File: src/rtl/i2c_flag_pkg.sv
package i2c_flag_pkg;
  localparam int ST_W  = 12;
  localparam int RSV   = 3;
  localparam int NFLAG = ST_W - RSV;

  // flag index k maps to status bit k + RSV
  localparam int F_ADDR = 0;
  localparam int F_NACK = 1;
  localparam int F_STOP = 2;
  localparam int F_TC   = 3;
  localparam int F_TCR  = 4;
  localparam int F_BERR = 5;
  localparam int F_ARB  = 6;
  localparam int F_OVR  = 7;
  localparam int F_CRC  = 8;

  // flags that a clear-strobe 1 removes
  localparam logic [NFLAG-1:0] W1C_MASK = 9'b1_1110_0111;

  typedef struct packed {
    logic is_master;
    logic stretch_off;
    logic in_transfer;
    logic addr_phase;
    logic reload_on;
    logic autoend_on;
    logic byte_ctrl;
    logic stop_by_me;
    logic addressed;
  } ctx_t;

  function automatic logic ovr_ok(input ctx_t c);
    return !c.is_master && c.stretch_off;
  endfunction

  function automatic logic berr_ok(input ctx_t c);
    return c.in_transfer && !(c.addr_phase && !c.is_master);
  endfunction

  function automatic logic tcr_ok(input ctx_t c);
    return c.reload_on && (c.is_master || c.byte_ctrl);
  endfunction

  function automatic logic tc_ok(input ctx_t c);
    return !c.reload_on && !c.autoend_on && c.is_master;
  endfunction

  function automatic logic stop_ok(input ctx_t c);
    return c.is_master ? c.stop_by_me : c.addressed;
  endfunction
endpackage

File: src/rtl/i2c_evt_qualify.sv
module i2c_evt_qualify
  import i2c_flag_pkg::*;
#(
  parameter bit SMBUS_EN = 1'b1
) (
  input  ctx_t             ctx,
  input  logic             ev_crc_bad,
  input  logic             ev_ovr,
  input  logic             ev_arb_lost,
  input  logic             ev_misplaced,
  input  logic             ev_cnt_done,
  input  logic             ev_stop,
  input  logic             ev_nack,
  input  logic             ev_addr_match,
  output logic [NFLAG-1:0] set_vec
);
  always_comb begin
    set_vec         = '0;
    set_vec[F_CRC]  = SMBUS_EN && ev_crc_bad;
    set_vec[F_OVR]  = ev_ovr && ovr_ok(ctx);
    set_vec[F_ARB]  = ev_arb_lost;
    set_vec[F_BERR] = ev_misplaced && berr_ok(ctx);
    set_vec[F_TCR]  = ev_cnt_done && tcr_ok(ctx);
    set_vec[F_TC]   = ev_cnt_done && tc_ok(ctx);
    set_vec[F_STOP] = ev_stop && stop_ok(ctx);
    set_vec[F_NACK] = ev_nack;
    set_vec[F_ADDR] = ev_addr_match;
  end
endmodule

File: src/rtl/i2c_clr_decode.sv
module i2c_clr_decode
  import i2c_flag_pkg::*;
#(
  parameter int CNT_W = 8
) (
  input  logic             wr_clr,
  input  logic [NFLAG-1:0] clr_data,
  input  logic             wr_cnt,
  input  logic [CNT_W-1:0] cnt_data,
  input  logic             wr_ctl,
  input  logic             ctl_start,
  input  logic             ctl_stop,
  output logic [NFLAG-1:0] clr_vec
);
  logic [NFLAG-1:0] w1c_hit;
  logic             tcr_clr;
  logic             tc_clr;

  assign w1c_hit = {NFLAG{wr_clr}} & clr_data & W1C_MASK;
  assign tcr_clr = wr_cnt && (cnt_data != '0);
  assign tc_clr  = wr_ctl && (ctl_start || ctl_stop);
  assign clr_vec = w1c_hit | (NFLAG'(tcr_clr) << F_TCR) | (NFLAG'(tc_clr) << F_TC);
endmodule

File: src/rtl/i2c_flag_cell.sv
module i2c_flag_cell (
  input  logic clk,
  input  logic rst_n,
  input  logic en,
  input  logic set_i,
  input  logic clr_i,
  output logic q
);
  always_ff @(posedge clk or negedge rst_n) begin
    if (!rst_n)     q <= 1'b0;
    else if (!en)   q <= 1'b0;
    else if (set_i) q <= 1'b1;
    else if (clr_i) q <= 1'b0;
  end
endmodule

File: src/rtl/i2c_irq_reg.sv
module i2c_irq_reg
  import i2c_flag_pkg::*;
(
  input  logic             clk,
  input  logic             rst_n,
  input  logic [NFLAG-1:0] flags,
  input  logic [NFLAG-1:0] irq_en,
  output logic             irq
);
  always_ff @(posedge clk or negedge rst_n) begin
    if (!rst_n) irq <= 1'b0;
    else        irq <= |(flags & irq_en);
  end
endmodule

File: src/rtl/i2c_evt_flags.sv
module i2c_evt_flags
  import i2c_flag_pkg::*;
#(
  parameter int CNT_W    = 8,
  parameter bit SMBUS_EN = 1'b1
) (
  input  logic             clk,
  input  logic             rst_n,
  input  logic             periph_en,
  input  logic             ev_crc_bad,
  input  logic             ev_ovr,
  input  logic             ev_arb_lost,
  input  logic             ev_misplaced,
  input  logic             ev_cnt_done,
  input  logic             ev_stop,
  input  logic             ev_nack,
  input  logic             ev_addr_match,
  input  logic             is_master,
  input  logic             stretch_off,
  input  logic             in_transfer,
  input  logic             addr_phase,
  input  logic             reload_on,
  input  logic             autoend_on,
  input  logic             byte_ctrl,
  input  logic             stop_by_me,
  input  logic             addressed,
  input  logic             wr_clr,
  input  logic [11:3]      clr_data,
  input  logic             wr_cnt,
  input  logic [CNT_W-1:0] cnt_data,
  input  logic             wr_ctl,
  input  logic             ctl_start,
  input  logic             ctl_stop,
  input  logic [11:3]      irq_en,
  output logic [11:0]      status,
  output logic             irq,
  output logic             auto_nack
);
  ctx_t             ctx;
  logic [NFLAG-1:0] set_vec;   // qualified set requests
  logic [NFLAG-1:0] clr_vec;   // decoded clear requests
  logic [NFLAG-1:0] flag_q;

  assign ctx = '{is_master:   is_master,
                 stretch_off: stretch_off,
                 in_transfer: in_transfer,
                 addr_phase:  addr_phase,
                 reload_on:   reload_on,
                 autoend_on:  autoend_on,
                 byte_ctrl:   byte_ctrl,
                 stop_by_me:  stop_by_me,
                 addressed:   addressed};

  i2c_evt_qualify #(.SMBUS_EN(SMBUS_EN)) u_qual (
    .ctx           (ctx),
    .ev_crc_bad    (ev_crc_bad),
    .ev_ovr        (ev_ovr),
    .ev_arb_lost   (ev_arb_lost),
    .ev_misplaced  (ev_misplaced),
    .ev_cnt_done   (ev_cnt_done),
    .ev_stop       (ev_stop),
    .ev_nack       (ev_nack),
    .ev_addr_match (ev_addr_match),
    .set_vec       (set_vec)
  );

  i2c_clr_decode #(.CNT_W(CNT_W)) u_clr (
    .wr_clr    (wr_clr),
    .clr_data  (clr_data),
    .wr_cnt    (wr_cnt),
    .cnt_data  (cnt_data),
    .wr_ctl    (wr_ctl),
    .ctl_start (ctl_start),
    .ctl_stop  (ctl_stop),
    .clr_vec   (clr_vec)
  );

  for (genvar k = 0; k < NFLAG; k++) begin : g_flag
    i2c_flag_cell u_cell (
      .clk   (clk),
      .rst_n (rst_n),
      .en    (periph_en),
      .set_i (set_vec[k]),
      .clr_i (clr_vec[k]),
      .q     (flag_q[k])
    );
  end

  assign status = {flag_q, {RSV{1'b0}}};

  i2c_irq_reg u_irq (
    .clk    (clk),
    .rst_n  (rst_n),
    .flags  (flag_q),
    .irq_en (irq_en),
    .irq    (irq)
  );

  always_ff @(posedge clk or negedge rst_n) begin
    if (!rst_n) auto_nack <= 1'b0;
    else        auto_nack <= periph_en && set_vec[F_CRC];
  end
endmodule

File: config.mk
export PLATFORM = sky130hd
export DESIGN_NAME = i2c_evt_flags
export DESIGN_NICKNAME = d
export VERILOG_FILES = /design/src/rtl/i2c_flag_pkg.sv /design/src/rtl/i2c_evt_qualify.sv /design/src/rtl/i2c_clr_decode.sv /design/src/rtl/i2c_flag_cell.sv /design/src/rtl/i2c_irq_reg.sv /design/src/rtl/i2c_evt_flags.sv
export SDC_FILE = /design/constraint.sdc
export NUM_CORES = 1
export LEC_CHECK = 0
export BUFFER_PORTS_ARGS = -buffer_cell sky130_fd_sc_hd__buf_2
export CAP_MARGIN = 10
export CORE_MARGIN = 3
export CORE_UTILIZATION = 34
export DETAILED_ROUTE_END_ITERATION = 10
export PLACE_DENSITY_LB_ADDON = 0.08
export SLEW_MARGIN = 20
export SYNTH_ARGS = -nofsm -noshare
export SYNTH_HDL_FRONTEND = slang
export SYNTH_SLANG_ARGS = --single-unit
File: constraint.sdc
create_clock -name clk -period 1.45 [get_ports clk]
set_input_delay 0.2175 -clock clk [delete_from_list [all_inputs] [get_ports clk]]
set_output_delay 0.2175 -clock clk [all_outputs]
set_load 0.01 [all_outputs]
==> flow_summary.toml, run 1 <==
[outcome]
outcome = "complete, no violations"

[clock_network]
clock_sink_count = 11
ctsHtreeMaxLevel = 1
tritoncts = "done"
postCtsSetupRepairBufs = 0
cts_root_buf = "clkbuf_4"
post_cts_resize_count = 0
tritoncts.num_buffers = 3
later_pin_clock_latency_in_the_skew_report_ns = 0.25
ctsLongestPathBuffers = 2
clock_transition_at_the_registers_of_the_reported_paths_ns = 0.06

[floorplanning]
core_area_um2 = 1612
initial_utilization = 0.3835
fp.dieArea_um2 = 2365
chipHeight_um = 48.64
ioPinCount = 65
row_count = 14
die_w_um = 48.64

[worst_hold_path]
timing.hold.worst.start = "ev_crc_bad"
hold_path_end = "auto_nack$_DFF_PN0_"
min_delay_path_depth = 2
holdCritPathClass = "in -> reg"

[worst_setup_path]
worstSetupStartpointType = "register"
critical_path.max_fanout = 3
timing.reg2reg.worst_path_depth = 3
reg2reg_slack_ns = 0.30
critical_path_class = "reg -> reg"
worst-endpoint-arrival_ns = 1.28
timing.critical_path.to_type = "register"
r2r-end = "u_irq.irq$_DFF_PN0_"
critPathRequiredTime_ns = 1.58
timing.rr.start = "g_flag[1].u_cell.q$_DFFE_PN0P_"

[synthesis]
synth.yosys.warnings = 0
synth.top_cells.by_area = "dfrtp_1 45%, buf_4 15%, nor2b_1 7.1%"
synth.distinct_cells = 23
synth.yosys.seq_area_share = 0.4453
synth.ff_latch_count = 11
synth_cells = 65
netlist.area_leader.share = 0.4453
synthesis.area_per_instance_um2 = 9.509
post-synth-top-area-cell = "dfrtp_1"
syn_area_um2 = 618.1

[route]
dr.pass1.iters = 4
drc = 0
drt-wirelength-per-cell_um = 11.14
drt-vias-per-instance = 4.434
drt.antenna.violating_nets = 0
vias = 634
drt_iter0_drc = 5
wirelength_mm = 1.593

[cells_and_area]
layout_commonest_cell = "buf_2"
nNetsFinal = 171
antennaDiodeCount = 0
synth_to_final_area_change_pct = 45.14
final_core_utilization = 0.5567
fillers = 173
share_of_layout_cells_above_drive_strength_1 = 0.5210
mostFrequentLayoutCells = "59 x buf_2, 11 x dfrtp_1, 8 x nand2_1, 7 x nor2b_1, 4 x a21oi_1"

[power]
power-per-cell-area_nw_per_um2 = 768.2
power.static_leakage_nw = 0.5012
ir_drop_uv = 613.2
post-layout-total-power_uw = 689.2

[placement]
replace_congestion = 0.6824
port_buffers = 59

[global_route]
grt_pass1_vias = 611
globalRouteTotalUtil = 0.1389
antenna_violations_before_repair = 0
grt.overflow.total = 0
grt_start_max_net_pins = 12
grt_first_pass_wirelength_mm = 2.580

[sta]
achievable-frequency_mhz = 868.2
fin_crit_ns = 1.152
grt_setup_unrepaired = "false"
timing.final.hold_violations = 0
setup_skew_ns = 0.001141
post-route-period-util = 0.7943
whs_ns = 0.1864
finalSetupTns_ns = 0
maxSlewViolCount = 0
final_setup_violation_count = 0

[flow_run]
maxCapViolations = 0
==> critical path, cell delays in order, from the launching register on <==
cell and delay (ns):
dfrtp_1 0.40, a22o_1 0.23, a221oi_1 0.26, nand3_1 0.13
==> state kept, by name (all words and copies together) (netlist names) <==
name,cells
auto_nack,1
g_flag.u_cell.q,9
u_irq.irq,1
==> cell usage after synthesis <==
| master | number |
|---|---|
| mux2_1 | 1 |
| nor4_1 | 2 |
| nand3b_1 | 1 |
| o21ai_0 | 2 |
| nand2b_1 | 1 |
| a221oi_1 | 1 |
| a21oi_1 | 4 |
| a21boi_0 | 1 |
| nor2_1 | 2 |
| and2_1 | 1 |
| a32oi_1 | 2 |
| a22oi_1 | 2 |
| a211oi_1 | 1 |
| nor2b_1 | 7 |
| a222oi_1 | 1 |
| inv_1 | 1 |
| buf_4 | 12 |
| dfrtp_1 | 11 |
| conb_1 | 1 |
| a22o_1 | 1 |
| o211a_1 | 1 |
| nand2_1 | 8 |
| nand3_1 | 1 |
==> cell type report <==
class	instances	area, um^2	area share
Clock buffer	4	26.28	0.02929
Inverter	1	3.754	0.004184
Timing Repair Buffer	60	305.3	0.3403
Sequential cell	11	275.3	0.3068
Multi-Input combinational cell	43	256.5	0.2859
Tap cell	24	30.03	0.03347
==> power breakdown <==
part,switching [mW],total (mW),internal (mW)
clock network,0.0883,0.194,0.106
logic,0.0682,0.156,0.0873
registers,0.0128,0.339,0.326
==> per-stage QoR <==
stage	worst slack [ns]	instance area [um^2]	std cells
CTS	0.2931	897.1	143
global route	0.2128	897.1	143
finish	0.2982	897.1	143
detailed placement	0.3197	860.8	138
floorplan	0.4439	625.6	67
global placement	0.3702	860.8	138
==> per-layer routing <==
layer | share of wire | vias to the layer above | global-route usage
met2 | 0.50 | 32 | 0.2511
met3 | 0.11 | 0 | 0.07669
li1 | - | 326 | -
met5 | 0 | - | 0
met1 | 0.39 | 276 | 0.1442
met4 | 0 | 0 | 0.01422
==> cell families (layout without fill, tap and decap cells) <==
| kind of cell | Yosys count | after routing | share of synthesized area |
|---|---|---|---|
| compound gates | 16 | 16 | 0.1863 |
| other cells | 1 | 3 | 0.006067 |
| buf+inv | 13 | 65 | 0.1518 |
| simple gates | 23 | 23 | 0.1923 |
| flops | 11 | 11 | 0.4453 |
| mux | 1 | 1 | 0.01822 |
==> repair_timing <==
item / CTS / global route
hold buffers: 1 / 0
hold endpoints to repair: 11 / 0
setup endpoints to repair: 0 / 0
==> worst max path at each step <==
| stage | from | to | slack (ns) | cells after the start |
|---|---|---|---|---|
| after floorplan | g_flag[1].u_cell.q$_DFFE_PN0P_ | u_irq.irq$_DFF_PN0_ | 0.44 | 3 |
| after global placement | g_flag[1].u_cell.q$_DFFE_PN0P_ | u_irq.irq$_DFF_PN0_ | 0.37 | 3 |
| after detailed placement | g_flag[1].u_cell.q$_DFFE_PN0P_ | u_irq.irq$_DFF_PN0_ | 0.32 | 3 |
| after CTS | g_flag[1].u_cell.q$_DFFE_PN0P_ | u_irq.irq$_DFF_PN0_ | 0.29 | 3 |
| after global routing | g_flag[1].u_cell.q$_DFFE_PN0P_ | u_irq.irq$_DFF_PN0_ | 0.21 | 3 |
| final | g_flag[1].u_cell.q$_DFFE_PN0P_ | u_irq.irq$_DFF_PN0_ | 0.30 | 3 |
(Power assumes the default switching activity.)
==> inputs of run 2 (changes only) <==
==> constraint.sdc (replaced) <==
create_clock -name clk -period 1.08 [get_ports clk]
set_input_delay 0.162 -clock clk [delete_from_list [all_inputs] [get_ports clk]]
set_output_delay 0.162 -clock clk [all_outputs]
set_load 0.01 [all_outputs]
==> run 2 against run 1 <==
  * Global-route usage is 0.092 points higher
  * Register-to-register slack got worse by 0.26 ns
  * Sequential cell count did not move
  * Routed wire length rose by 4.4%
  * Core utilization is 0.39 points higher
  * Critical endpoint unchanged
  * Largest cell class unchanged
  * Hold slack lost 0.061 ns
  * Non-clock buffer count is the same
==> flow_summary.toml, run 2 (same netlist as run 1, synthesis figures left out) <==
[power]
post-layout-total-power_uw = 943.3
power-per-cell-area_nw_per_um2 = 1044
share_clk_of_total_power = 0.291
power.static_leakage_nw = 0.5037
ir_drop_uv = 924.6
internal-power_uw = 699.6
combinationalPowerShare = 0.227
power.switching_uw = 243.7
seq_power_share = 0.483
power.share.switching = 0.2583

[sta]
setup_skew_ns = 0.004756
final_setup_violation_count = 0
achievable-frequency_mhz = 961.4
fin_crit_ns = 1.040
maxSlewViolCount = 0
finalSetupTns_ns = 0
timing.final.hold_violations = 0
grt_setup_unrepaired = "true"
post-route-period-util = 0.9631

[route]
drt_iter0_drc = 11
drt.antenna.violating_nets = 0
wirelength_mm = 1.663
drt-wirelength-per-cell_um = 11.63
dr.pass1.iters = 4
drc = 0
drt-vias-per-instance = 4.517
vias = 646

[worst_setup_path]
r2r-end = "u_irq.irq$_DFF_PN0_"
reg2reg_slack_ns = 0.04
worstSetupStartpointType = "register"
crit_chain = "a22o_1 -> a221oi_2 -> nand3_1"
timing.critical_path.to_type = "register"
critical_path_class = "reg -> reg"
timing.rr.start = "g_flag[1].u_cell.q$_DFFE_PN0P_"
timing.reg2reg.worst_path_depth = 3
cp_top_family = "compound AO/OA/AOI/OAI gates"
critPathRequiredTime_ns = 1.22
critical_path.max_fanout = 3
cp.buffers_inverters = 0
critical_path.max_stage_delay_ns = 0.40
worst-endpoint-arrival_ns = 1.18
critical_path.slowest_cell = "dfrtp_1"

[cells_and_area]
antennaDiodeCount = 0
layout_commonest_cell = "buf_2"
share_of_layout_cells_above_drive_strength_1 = 0.5294
nNetsFinal = 171
fillers = 169
mostFrequentLayoutCells = "59 x buf_2, 11 x dfrtp_1, 8 x nand2_1, 7 x nor2b_1, 4 x a21oi_1"
largest_registers = "g_flag.u_cell.q x9, auto_nack x1, u_irq.irq x1"
largest-register = "g_flag.u_cell.q"
synth_to_final_area_change_pct = 46.15
post_layout_nonfiller_instances = 143
largest_register_ffs = 9

[floorplanning]
ioPinCount = 65
core_area_um2 = 1612
initial_utilization = 0.3835
chipHeight_um = 48.64
row_count = 14
fp.dieArea_um2 = 2365
die_w_um = 48.64

[worst_hold_path]
holdCritPathClass = "in -> reg"
timing.hold.worst.start = "irq_en[10]"
hold_path_end = "u_irq.irq$_DFF_PN0_"
min_delay_path_depth = 3

[global_route]
grt_pass1_vias = 621
grt_first_pass_wirelength_mm = 2.622
globalRouteTotalUtil = 0.1398
grt.overflow.total = 0
grt_start_max_net_pins = 12
antenna_violations_before_repair = 0

[outcome]
outcome = "complete, no violations"

[placement]
replace_congestion = 0.6748
hpwl_mm = 1.429
place.detailed.instances = 138
port_buffers = 59

[clock_network]
tritoncts.num_buffers = 3
tritoncts = "done"
later_pin_clock_latency_in_the_skew_report_ns = 0.26
ctsHtreeMaxLevel = 1
clock_sink_count = 11
cts_root_buf = "clkbuf_4"
clock_transition_at_the_registers_of_the_reported_paths_ns = 0.07
ctsLongestPathBuffers = 2

[flow_run]
maxCapViolations = 0
[run 2: cell count changes in the layout (fill, tap and decap cells not counted)]
cell | before | now
a221oi_1 | 1 | 0
a221oi_2 | 0 | 1
[run 2: worst reg2reg max path: cells and delay by family (launching register included)]
family / cells / cell delay [ns]
DFF: 1 / 0.40
and+or+nand+nor: 1 / 0.10
AOI/OAI and AO/OA: 2 / 0.41
[run 2: cell type report]
| type | count | area [um^2] | share of cell area |
|---|---|---|---|
| well taps | 24 | 30.03 | 0.03324 |
| multi-input cells | 43 | 262.8 | 0.2909 |
| repair buffers | 60 | 305.3 | 0.3380 |
| flip-flops and latches | 11 | 275.3 | 0.3047 |
| clock buffers | 4 | 26.28 | 0.02909 |
| inverters | 1 | 3.754 | 0.004155 |
[run 2: how the worst max path moves through the flow]
stage                              startpoint  slack (ns)             endpoint  cells after the start
6_report       g_flag[1].u_cell.q$_DFFE_PN0P_        0.04  u_irq.irq$_DFF_PN0_                      3
3_3_place_gp   g_flag[1].u_cell.q$_DFFE_PN0P_        0.02  u_irq.irq$_DFF_PN0_                      3
4_1_cts        g_flag[1].u_cell.q$_DFFE_PN0P_        0.01  u_irq.irq$_DFF_PN0_                      3
3_5_place_dp   g_flag[1].u_cell.q$_DFFE_PN0P_       -0.05  u_irq.irq$_DFF_PN0_                      3
5_1_grt        g_flag[1].u_cell.q$_DFFE_PN0P_       -0.01  u_irq.irq$_DFF_PN0_                      3
2_1_floorplan  g_flag[1].u_cell.q$_DFFE_PN0P_        0.07  u_irq.irq$_DFF_PN0_                      3
[run 2: repair_timing]
item                                    in CTS  in global routing
hold endpoints to repair                    11                  0
setup buffers                                0                  0
endpoints found under the setup margin       1                  1
pin swaps                                    0                  1
cloned                                       0                  0
resized for setup                            1                  0
hold buffers                                 1                  0
[run 2: power by group through the flow]
| stage | logic [mW] | clock network [mW] | registers [mW] |
|---|---|---|---|
| 3_3_place_gp | 0.206 | 0 | 0.462 |
| 2_1_floorplan | 0.106 | 0 | 0.463 |
| 4_1_cts | 0.217 | 0.281 | 0.456 |
| 3_5_place_dp | 0.211 | 0 | 0.463 |
| 5_1_grt | 0.238 | 0.307 | 0.459 |
| 6_report | 0.214 | 0.274 | 0.455 |
[run 2: layer usage]
metal | part of all wire | track usage
met2 | 0.50 | 0.2602
met5 | 0 | 0
met4 | 0 | 0.02844
met3 | 0.087 | 0.05828
met1 | 0.42 | 0.1451
[run 2: metrics by stage]
stage               setup slack, ns  hold slack (ns)    util  cell area, um^2
CTS                         0.01273           0.1270  0.5606            903.4
finish                      0.03988           0.1251  0.5606            903.4
floorplan                   0.07389          -0.1336       -            625.6
detailed placement         -0.04938          0.04608  0.5342            860.8
global placement            0.01504          0.04346  0.5342            860.8
global route               -0.01088           0.1294  0.5606            903.4
